[src/rtl/ctrl_guard_pkg.sv]
package ctrl_guard_pkg;

  typedef struct packed {
    logic       lock_en;
    logic [1:0] wdog;
    logic [1:0] prot;
    logic       rst_len;
  } nv_fields_t;

  localparam int unsigned REG_W = 8;

  function automatic logic [REG_W-1:0] pack_reg(input nv_fields_t nv,
                                                input logic rwe,
                                                input logic we);
    return {nv.lock_en, nv.wdog, nv.prot, rwe, we, nv.rst_len};
  endfunction

  function automatic nv_fields_t unpack_nv(input logic [REG_W-1:0] v);
    nv_fields_t f;
    f.lock_en = v[7];
    f.wdog    = v[6:5];
    f.prot    = v[4:3];
    f.rst_len = v[0];
    return f;
  endfunction

endpackage

[src/rtl/ctrl_guard_region.sv]
module ctrl_guard_region #(
  parameter int unsigned ADDR_W = 15
) (
  input  logic [1:0]        prot_sel,
  input  logic [ADDR_W-1:0] addr,
  output logic              guarded
);

  localparam int unsigned TOP = ADDR_W - 1;

  logic in_top_half;
  logic in_top_quarter;

  assign in_top_half    = addr[TOP];
  assign in_top_quarter = addr[TOP] & addr[TOP-1];

  always_comb begin
    unique case (prot_sel)
      2'b00:   guarded = 1'b0;
      2'b01:   guarded = in_top_quarter;
      2'b10:   guarded = in_top_half;
      default: guarded = 1'b1;
    endcase
  end

endmodule

[src/rtl/ctrl_guard_decide.sv]
module ctrl_guard_decide
  import ctrl_guard_pkg::*;
(
  input  logic       wr_valid,
  input  logic       wr_to_reg,
  input  logic       wr_first,
  input  logic [7:0] wr_data,
  input  logic       lock_pin,
  input  logic       busy_in,
  input  logic       guarded,
  input  logic       we_q,
  input  logic       rwe_q,
  input  nv_fields_t nv_q,
  output logic       we_d,
  output logic       rwe_d,
  output nv_fields_t nv_d,
  output logic       ack_d,
  output logic       start_d
);

  logic       hw_locked;
  nv_fields_t nv_load;

  assign hw_locked = lock_pin & nv_q.lock_en;

  always_comb begin
    nv_load = unpack_nv(wr_data);
    if (hw_locked) begin
      nv_load.lock_en = nv_q.lock_en;
      nv_load.prot    = nv_q.prot;
    end
  end

  always_comb begin
    we_d    = we_q;
    rwe_d   = rwe_q;
    nv_d    = nv_q;
    ack_d   = 1'b0;
    start_d = 1'b0;
    if (wr_valid && !busy_in) begin
      if (wr_to_reg) begin
        if (wr_first) begin
          if (!wr_data[1]) begin
            we_d  = 1'b0;
            rwe_d = 1'b0;
          end else if (rwe_q && !wr_data[2]) begin
            nv_d    = nv_load;
            rwe_d   = 1'b0;
            ack_d   = 1'b1;
            start_d = 1'b1;
          end else begin
            we_d  = 1'b1;
            rwe_d = wr_data[2];
            ack_d = 1'b1;
          end
        end
      end else begin
        if (guarded) begin
          rwe_d = 1'b0;
        end else begin
          ack_d = we_q;
        end
      end
    end
  end

endmodule

[src/rtl/ctrl_guard_top.sv]
module ctrl_guard_top
  import ctrl_guard_pkg::*;
#(
  parameter int unsigned ADDR_W   = 15,
  parameter logic [7:0]  NV_RESET = 8'h00
) (
  input  logic              clk,
  input  logic              rst_n,
  input  logic              wr_valid,
  input  logic              wr_to_reg,
  input  logic              wr_first,
  input  logic [ADDR_W-1:0] wr_addr,
  input  logic [7:0]        wr_data,
  input  logic              lock_pin,
  input  logic              busy_in,
  output logic              wr_ack,
  output logic              nv_start,
  output logic [7:0]        reg_rd
);

  localparam nv_fields_t NV_INIT = unpack_nv(NV_RESET);

  logic       we_q,  we_d;
  logic       rwe_q, rwe_d;
  nv_fields_t nv_q,  nv_d;
  logic       ack_d, start_d;
  logic       guarded;
  logic       state_en;

  ctrl_guard_region #(.ADDR_W(ADDR_W)) u_region (
    .prot_sel (nv_q.prot),
    .addr     (wr_addr),
    .guarded  (guarded)
  );

  ctrl_guard_decide u_decide (
    .wr_valid  (wr_valid),
    .wr_to_reg (wr_to_reg),
    .wr_first  (wr_first),
    .wr_data   (wr_data),
    .lock_pin  (lock_pin),
    .busy_in   (busy_in),
    .guarded   (guarded),
    .we_q      (we_q),
    .rwe_q     (rwe_q),
    .nv_q      (nv_q),
    .we_d      (we_d),
    .rwe_d     (rwe_d),
    .nv_d      (nv_d),
    .ack_d     (ack_d),
    .start_d   (start_d)
  );

  assign state_en = wr_valid;

  always_ff @(posedge clk or negedge rst_n) begin
    if (!rst_n) begin
      we_q  <= 1'b0;
      rwe_q <= 1'b0;
      nv_q  <= NV_INIT;
    end else if (state_en) begin
      we_q  <= we_d;
      rwe_q <= rwe_d;
      nv_q  <= nv_d;
    end
  end

  always_ff @(posedge clk or negedge rst_n) begin
    if (!rst_n) begin
      wr_ack   <= 1'b0;
      nv_start <= 1'b0;
    end else begin
      wr_ack   <= ack_d;
      nv_start <= start_d;
    end
  end

  assign reg_rd = pack_reg(nv_q, rwe_q, we_q);

  // array bytes need the write latch
  p_array_needs_we_r2: assert property (@(posedge clk) disable iff (!rst_n)
    (wr_valid && !wr_to_reg && !we_q) |=> !wr_ack);

  // a register load always comes with an acknowledge and leaves the step latch clear
  p_load_acked_r4: assert property (@(posedge clk) disable iff (!rst_n)
    nv_start |-> (wr_ack && !rwe_q && we_q));

  // full protection refuses every array byte
  p_full_guard_r7: assert property (@(posedge clk) disable iff (!rst_n)
    (wr_valid && !wr_to_reg && nv_q.prot == 2'b11) |=> (!wr_ack && !rwe_q));

  // hardware lock holds lock-enable and block-protect
  p_hw_lock_r8: assert property (@(posedge clk) disable iff (!rst_n)
    (lock_pin && nv_q.lock_en) |=> (nv_q.lock_en && nv_q.prot == $past(nv_q.prot)));

  // follow-on register bytes are refused
  p_one_byte_r9: assert property (@(posedge clk) disable iff (!rst_n)
    (wr_valid && wr_to_reg && !wr_first) |=> !wr_ack);

  // busy freezes everything
  p_busy_r10: assert property (@(posedge clk) disable iff (!rst_n)
    (wr_valid && busy_in) |=> (!wr_ack && !nv_start && $stable(reg_rd)));

  // acknowledge only follows a presented byte
  p_ack_timing_r11: assert property (@(posedge clk) disable iff (!rst_n)
    wr_ack |-> $past(wr_valid));

endmodule

[config.mk]
export PLATFORM = sky130hd
export DESIGN_NAME = ctrl_guard_top
export DESIGN_NICKNAME = d
export VERILOG_FILES = /design/src/rtl/ctrl_guard_pkg.sv /design/src/rtl/ctrl_guard_region.sv /design/src/rtl/ctrl_guard_decide.sv /design/src/rtl/ctrl_guard_top.sv
export SDC_FILE = /design/constraint.sdc
export NUM_CORES = 1
export LEC_CHECK = 0
export BUFFER_PORTS_ARGS = -buffer_cell sky130_fd_sc_hd__buf_2
export CAP_MARGIN = 20
export CORE_AREA = 2 2 39 41
export DETAILED_ROUTE_END_ITERATION = 6
export DIE_AREA = 0 0 41 43
export HOLD_SLACK_MARGIN = 0.15
export MAX_ROUTING_LAYER = met4
export PLACE_DENSITY_LB_ADDON = 0.05
export SYNTH_ARGS = -nofsm -noshare
export SYNTH_HDL_FRONTEND = slang
export SYNTH_SLANG_ARGS = --single-unit
[constraint.sdc]
create_clock -name clk -period 2.7 [get_ports clk]
set_clock_uncertainty 0.05 [all_clocks]
set_input_delay 0.135 -clock clk [delete_from_list [all_inputs] [get_ports clk]]
set_output_delay 0.135 -clock clk [all_outputs]
set_load 0.01 [all_outputs]
# After elaboration in Yosys (flattened, before gate mapping)
# Index checks and enable logic that the tools add are counted.
# W data, S select, Z words.
# totals
elab_cells	43
reg_bits	10
out_inout_bits	10
input_bits	30
# op_classes
n_reduce_logical	10
n_bitwise	3
muxes	18
n_eq_ne	4
# op_table
cell	count
$mux W1	17
$reduce_and A7 Y1	1
$reduce_and A6 Y1	1
$reduce_and A5 Y1	1
$reduce_and A4 Y1	1
$pmux W1 S3	1
$and A1 B1 Y1	2
$eq A2 B1 Y1 const B	1
$eq A2 B2 Y1 const B	1
$logic_and A1 B1 Y1	2
$logic_not A1 Y1	2
$logic_not A2 Y1	1
$ne A2 B1 Y1 const B	1
$ne A2 B2 Y1 const B	1
$reduce_bool A2 Y1	1
$not A1 Y1	1

# Depth between registers and ports, before layout
# Gate-level depths: netlist of the first run.
# logic_depth
depth_word	7
depth_mapped	3
depth_no_buf	3

# Modules after synthesis
# A second synthesis of the first run with hierarchy kept.
# hier_totals
cells_unflattened	51
hier_area_um2	639.4
# by_module_without_submodules
mod	n_inst	area_each_um2	cells_each	seq_area_each_um2
ctrl_guard_top	1	396.6	21	250.2
ctrl_guard_decide	1	229.0	27	0.0
ctrl_guard_region	1	13.8	3	0.0

# Least setup slack after synthesis of the first run
# Ideal clock, no wire load.
# synth_path
path_type	register to register
start	register rwe_q
end	register, netlist name reg_rd[0]
arrival_time_ps	1060
path_slack_ps	1465
setup_ps	125
synth_period_minus_slack_ps	1235
path_stages_with_launch	4
required_ps	2525
path_buffers	0
path_cell_list	dfrtp_1 -> nand3b_1 -> nor2_1 -> mux2_2
# synth_between
elab_chain_len	2
# synth_lines
item	line_no	source
start, declared	ctrl_guard_top.sv:24	logic rwe_q, rwe_d;
start signal, assigned	ctrl_guard_top.sv:63	rwe_q <= rwe_d;
$logic_and A1 B1 Y1	ctrl_guard_decide.sv:46	end else if (rwe_q && !wr_data[2]) begin
$reduce_and A6 Y1 (no line)	n/a	
# Every way passes these cells.
# A chain may end at the register's enable or synchronous reset.

# Worst setup path in the final report of the first run
# layout_path
start	input port wr_data[2]
end	register, netlist name reg_rd[7]
# layout_between
elab_chain_len	3
# layout_lines
item	line_no	source
start, declared	ctrl_guard_top.sv:13	input logic [7:0] wr_data,
$logic_not A1 Y1	ctrl_guard_decide.sv:46	
$logic_and A1 B1 Y1	ctrl_guard_decide.sv:46	
$reduce_and A7 Y1 (no line)	n/a	
# Every way passes these cells.

==> summary.txt, run 1 <==
Synthesis
  – Net count after synthesis: 66
  – Synth area leaders: dfrtp_1, mux2_2, mux2_4, nand4b_4, buf_4
  – Netlist cell types: 19
  – Warnings from Yosys: 0
  – Post-Synthesis Cells: 36
  – Sequential fraction of the synthesis area: roughly 53%
  – Mean area per synthesized cell: 13.0 µm²
  – Area share of the largest cell type after synthesis: 53.5%
  – Cell taking the most area after synthesis: dfrtp_1
  – Seq cells post-synth: 10
  – Syn Std Cell Area: 468 µm²

STA
  – Min Tclk post-route: roughly 1.9 ns
  – Hold Vio Cnt, Final: 0
  – Final period utilization: around 70%
  – Finish-stage setup viols: 0
  – Slew at the pin with the worst max-slew slack: just under 0.4 ns
  – Fmax: 0.526 GHz
  – RSZ-0062 raised after global routing: no
  – Slew Viols, Final: 0
  – Total negative slack: 0 ns
  – Rel. slew slack: 73.9%

Floorplan
  – Core area: 0.00138 mm²
  – Initial Util: around a third
  – Die X: 41 µm
  – Num rows: 14
  – Die Span Y: 43 µm
  – I/O pin count: 40
  – Full die area: about 0.0018 mm²

Detailed routing
  – Routed Wire Length: roughly 1 mm
  – Routed vias/inst: 4.74
  – Antenna Nets Post-Route: 0
  – DRC: 0
  – First-pass DRT Iterations: 3
  – Post-DR wirelength/cell: 11.2 µm
  – Vias: 427
  – DRT iter0 DRCs: 5

Finish
  – Nets: 105
  – Area delta synth->final: 58.0%
  – Share of cells above drive strength 1: around 53%
  – Layout fillers: between 100 and 150
  – Layout Cells excl Fill: 90
  – Commonest non-fill, non-tap cell in the layout: buf_2
  – Most frequent cells in the layout: buf_2, dlygate4sd3_1, dfrtp_1
  – Antenna diode count: 0

Power
  – Leakage: 0.406 nW
  – Maximum vdd drop: 0.000234 V
  – PwrDens: about 540 mW/mm²

Clock network
  – Postcts setup bufs: 0
  – Num CTS Buffers: 3
  – Worst-skew pair later-pin latency: 0.26 ns
  – Hold buffers post-CTS: 10
  – CTS tree: yes
  – H-tree depth: 1
  – Root buffer cell: clkbuf_4
  – CTS clk-pin slew, worst paths: 0.06 ns
  – Clock Sinks: 10
  – Worst-case clock buffer depth: 2
  – Post-cts repair resize count: 0

Worst setup path
  – CP Class: input pin to register
  – Critical path arrival: 2.05 ns
  – CP max-delay cell: dlygate4sd3_1
  – Crit path cell chain: dlygate4sd3_1 > buf_2 > nand3b_1 > nor2_1 > a21o_1 > dlygate4sd3_1
  – Critical path's largest stage delay: between 0.5 and 0.6 ns
  – Worst Path Required: around 2.9 ns
  – Crit-path max FO: 5
  – Most common cell on crit path: dlygate4sd3_1
  – CP Capture Type: register
  – CP startpoint kind: input pin

Global routing
  – Largest net degree at the start of global routing: 11
  – First-pass GRT wire length: 1.64 mm
  – Total GRT Usage: 14.8%
  – Antenna violations before repair: 0
  – Overflow after GRT: 0
  – Vias in the first global route: around 410

Placement
  – Port Buffer Count: 26
  – Hpwl dp: 753 µm
  – Placer Congestion: 0.574
  – Inst Count DP: 76

Outcome
  – Status: complete, no violations

Job
  – Max Cap Viol: 0

Hold path
  – Min-Delay Path Class: input pin to register
==> logic make-up after synthesis <==
group                  count (synthesis)  share of synthesized area, %
AOI/OAI and AO/OA                     10                          16.3
DFF                                   10                          53.5
and+or+nand+nor                        6                          11.0
muxes                                  5                          13.6
buffers and inverters                  5                          5.61
==> metrics by stage <==
stage                     worst slack [ns]  instance area (µm²)  hold WS (ns)  power [mW]  utilization [%]
after floorplan                       1.46                  468        -0.211       0.225                -
after global placement                1.30                  603       -0.0429       0.257             43.6
after detailed placement              1.28                  603       -0.0420       0.257             43.6
after CTS                            0.823                  739         0.154       0.403             53.4
after global routing                 0.696                  739         0.168       0.420             53.4
final                                0.798                  739         0.157       0.396             53.4
==> worst max-delay path: cells and delay by family <==
family | cells | cell delay (ns)
buffers and inverters | 3 | 1.19
AO/OA/AOI/OAI | 1 | 0.17
AND/OR/NAND/NOR | 2 | 0.56
==> Yosys cell counts, drive strengths merged <==
master,number
a21oi,2
o21ai,1
nand2b,1
a21o,1
dfrtp,10
nand3b,1
o31a,1
a211o,1
mux2,5
buf,2
inv,3
o32ai,1
a221oi,1
nand3,2
nor2,1
a31oi,1
o22a,1
nand4b,1
==> report_power, final <==
group | internal (mW) | switching, mW | total (mW)
clock network | 0.0818 | 0.0492 | 0.131
registers | 0.168 | 0.0121 | 0.180
logic | 0.0502 | 0.0356 | 0.0858
total | 0.300 | 0.0969 | 0.396
==> flip-flops by register name (all words and copies together) (netlist names) <==
signal and flops:
reg_rd 6, nv_start 1, rwe_q 1, we_q 1, wr_ack 1
==> per-layer routing <==
layer  GRT usage, %  vias to the layer above  share of wire (%)
met5              -                        -                  0
met4           8.00                        0                1.2
met3           4.71                        2                6.8
met2           23.8                       14                 48
met1           15.0                      204                 43
li1               -                      207                  -
==> path summary, 6_finish.rpt <==
| check | start | endpoint | depth (start not counted) | slack, ns |
|---|---|---|---|---|
| worst min-delay path | wr_first | wr_ack | 3 | 0.16 |
| max in group asynchronous | rst_n | reg_rd[6] | 2 | 2.20 |
| worst max-delay path | wr_data[2] | reg_rd[7] | 6 | 0.80 |
| min in group asynchronous | rst_n | rwe_q | 2 | 0.21 |
| worst min register to register | reg_rd[6] | reg_rd[6] | 1 | 0.45 |
| worst max register to register | rwe_q | reg_rd[7] | 4 | 1.00 |
==> final cells by class <==
cell class	count	area, µm²	area share, %
tap	16	20.0	2.71
clock buffer	4	36.3	4.91
multi-input combinational	21	191	25.9
timing repair buffer	36	230	31.1
inverter	3	11.3	1.52
sequential	10	250	33.8
Note: power is estimated with default switching activity, not from simulation.
==> run 2, diff against run 1 <==
--- a/config.mk
+++ b/config.mk
@@ -7,9 +7,9 @@
 export LEC_CHECK = 0
 export BUFFER_PORTS_ARGS = -buffer_cell sky130_fd_sc_hd__buf_2
 export CAP_MARGIN = 20
-export CORE_AREA = 2 2 39 41
+export CORE_MARGIN = 2
+export CORE_UTILIZATION = 35
 export DETAILED_ROUTE_END_ITERATION = 6
-export DIE_AREA = 0 0 41 43
 export HOLD_SLACK_MARGIN = 0.15
 export MAX_ROUTING_LAYER = met4
 export PLACE_DENSITY_LB_ADDON = 0.05
==> constraint.sdc (replaced) <==
create_clock -name clk -period 1.92 [get_ports clk]
set_clock_uncertainty 0.05 [all_clocks]
set_input_delay 0.096 -clock clk [delete_from_list [all_inputs] [get_ports clk]]
set_output_delay 0.096 -clock clk [all_outputs]
set_load 0.01 [all_outputs]
==> summary.txt, run 2 (synthesis results as in run 1) <==
Outcome
  – Status: complete, no violations (unchanged)

Floorplan
  – Core area: 0.00127 mm² (was 0.00138 mm²)
  – Initial Util: 36.9% (was 33.8%)
  – Die Span Y: 40.6 µm (was 43 µm)
  – Num rows: 13 (was 14)
  – Die X: 40.6 µm (was 41 µm)
  – Full die area: 0.00165 mm² (was 0.00176 mm²)
  – I/O pin count: 40 (unchanged)

Detailed routing
  – Vias: 441 (was 427)
  – DRC: 0 (unchanged)
  – Routed vias/inst: 4.55 (was 4.74)
  – First-pass DRT Iterations: 2 (was 3)
  – Antenna Nets Post-Route: 0 (unchanged)
  – DRT iter0 DRCs: 4 (was 5)
  – Post-DR wirelength/cell: 10.6 µm (was 11.2 µm)
  – Routed Wire Length: 1.03 mm (was 1.01 mm)

Global routing
  – Overflow after GRT: 0 (unchanged)
  – Vias in the first global route: 394 (was 409)
  – Total GRT Usage: 16.8% (was 14.8%)
  – Largest net degree at the start of global routing: 11 (unchanged)
  – Antenna violations before repair: 0 (unchanged)
  – First-pass GRT wire length: 1.63 mm (was 1.64 mm)

Clock network
  – Num CTS Buffers: 3 (unchanged)
  – Post-cts repair resize count: 0 (unchanged)
  – CTS tree: yes (unchanged)
  – Worst-case clock buffer depth: 2 (unchanged)
  – Worst-skew pair later-pin latency: 0.27 ns (was 0.26 ns)
  – CTS clk-pin slew, worst paths: 0.07 ns (was 0.06 ns)
  – Root buffer cell: clkbuf_4 (unchanged)
  – Clock Sinks: 10 (unchanged)
  – H-tree depth: 1 (unchanged)

STA
  – Slew Viols, Final: 0 (unchanged)
  – Slew at the pin with the worst max-slew slack: 0.378 ns (was 0.389 ns)
  – Hold Vio Cnt, Final: 0 (unchanged)
  – Total negative slack: 0 ns (unchanged)
  – Fmax: between 0.5 and 0.6 GHz
  – Worst hold slack: 0.101 ns (was 0.157 ns)
  – Finish-stage setup viols: 0 (unchanged)
  – Final period utilization: 88.7%
  – Rel. slew slack: 74.7% (was 73.9%)
  – RSZ-0062 raised after global routing: no (unchanged)
  – Worst setup margin: 0.217 ns (was 0.798 ns)
  – Min Tclk post-route: 1.70 ns

Worst setup path
  – Worst Path Required: 2.02 ns (was 2.85 ns)
  – Critical path arrival: 1.81 ns (was 2.05 ns)
  – R2R Setup Slk: 0.30 ns (was 1.00 ns)
  – CP Class: input pin to register (unchanged)
  – CP startpoint kind: input pin (unchanged)
  – Top delay family on crit path: buffers and inverters (unchanged)
  – Worst Path Buf+Inv: 3 (unchanged)
  – Most common cell on crit path: dlygate4sd3_1 (unchanged)
  – Crit path cell chain: dlygate4sd3_1 > buf_2 > nand2b_1 > a221oi_1 > o32ai_1 > dlygate4sd3_1 (was dlygate4sd3_1 > buf_2 > nand3b_1 > nor2_1 > a21o_1 > dlygate4sd3_1)
  – CP max-delay cell: dlygate4sd3_1 (unchanged)
  – Crit-path max FO: 3 (was 5)
  – CP Capture Type: register (unchanged)
  – Critical path's largest stage delay: 0.56 ns (was 0.53 ns)

Placement
  – Pre-CTS setup slack: 0.531 ns (was 1.28 ns)
  – Inst Count DP: 75 (was 76)
  – Hpwl dp: 733 µm (was 753 µm)
  – Port Buffer Count: 26 (unchanged)
  – Placer Congestion: 0.618 (was 0.574)

Job
  – Max Cap Viol: 0 (unchanged)

Finish
  – Share of cells above drive strength 1: 50.0% (was 52.7%)
  – Layout Cells excl Fill: 97 (was 90)
  – Most frequent cells in the layout: buf_2, dlygate4sd3_1, dfrtp_1 (unchanged)
  – Max FFs per register: 6 (unchanged)
  – Area delta synth->final: 73.8% (was 58.0%)
  – Commonest non-fill, non-tap cell in the layout: buf_2 (unchanged)
  – Antenna diode count: 0 (unchanged)
  – Nets: 113 (was 105)

Power
  – Seq pwr share: 44.0% (was 45.3%)
  – Switching Fraction: 24.9% (was 24.5%)
  – Comb pwr share: 22.9% (was 21.6%)
  – Sw power: 0.143 mW (was 0.0969 mW)
  – Internal: 0.431 mW (was 0.300 mW)
  – Clock share of power: 33.1% (was 33.0%)
  – Total Power: 0.574 mW (was 0.396 mW)
  – Maximum vdd drop: 0.000419 V (was 0.000234 V)
  – PwrDens: 705 mW/mm² (was 536 mW/mm²)
  – Leakage: 0.436 nW (was 0.406 nW)

Hold path
  – Min-Delay Path Class: input pin to register (unchanged)
[run 2: changes by cell type in the layout (fill, tap and decap cells not counted), sizes merged]
cell	change
dlygate4sd3	+6
buf	+2
[run 2: power groups by stage]
stage | sequential (mW) | clock (mW) | combinational, mW
2_1_floorplan | 0.263 | 0 | 0.0536
3_3_place_gp | 0.256 | 0 | 0.104
3_5_place_dp | 0.257 | 0 | 0.105
4_1_cts | 0.253 | 0.198 | 0.135
5_1_grt | 0.257 | 0.208 | 0.147
6_report | 0.252 | 0.190 | 0.131
[run 2: routing by layer]
layer	track usage (%)	up-vias	part of all wire [%]	wire length (µm)
met1	19.4	198	44	454
met4	10.0	0	0	0
met2	24.2	15	49	510
li1	-	228	-	-
met5	-	-	0	0
met3	6.67	0	6.4	66
[run 2: cell type report]
| cell class | instances | area, µm² |
|---|---|---|
| Inverter | 3 | 11.3 |
| Fill cell | 106 | 455 |
| Clock buffer | 4 | 36.3 |
| Sequential cell | 10 | 250 |
| Multi-Input combinational cell | 21 | 191 |
| Tap cell | 15 | 18.8 |
| Timing Repair Buffer | 44 | 305 |
[run 2: worst paths after layout]
| path | from | end | cells past startpoint |
|---|---|---|---|
| hold reg to reg | reg_rd[0] | reg_rd[0] | 1 |
| min in group asynchronous | rst_n | reg_rd[0] | 2 |
| hold / removal | lock_pin | reg_rd[7] | 3 |
| setup reg to reg | reg_rd[3] | rwe_q | 4 |
| max in group asynchronous | rst_n | reg_rd[4] | 2 |
| setup / recovery | busy_in | rwe_q | 6 |
[run 2: through the flow]
step           util, %  instance area [µm²]
4_1_cts           63.7                  808
3_5_place_dp      47.4                  602
5_1_grt           64.1                  813
3_3_place_gp      47.4                  602
2_1_floorplan        -                  468
6_report          64.1                  813
[run 2: worst register-to-register path, stage by stage (launching register included)]
cell           delay (ns)
dfrtp_1              0.39
o21ai_0              0.13
a221oi_1             0.27
o32ai_1              0.12
dlygate4sd3_1        0.56
[run 2: repair_timing]
| item | in CTS | in global routing |
|---|---|---|
| endpoints found under the setup margin | 0 | 1 |
| setup buffers | 0 | 2 |
| hold buffers | 17 | 0 |
| hold endpoints to repair | 19 | 0 |
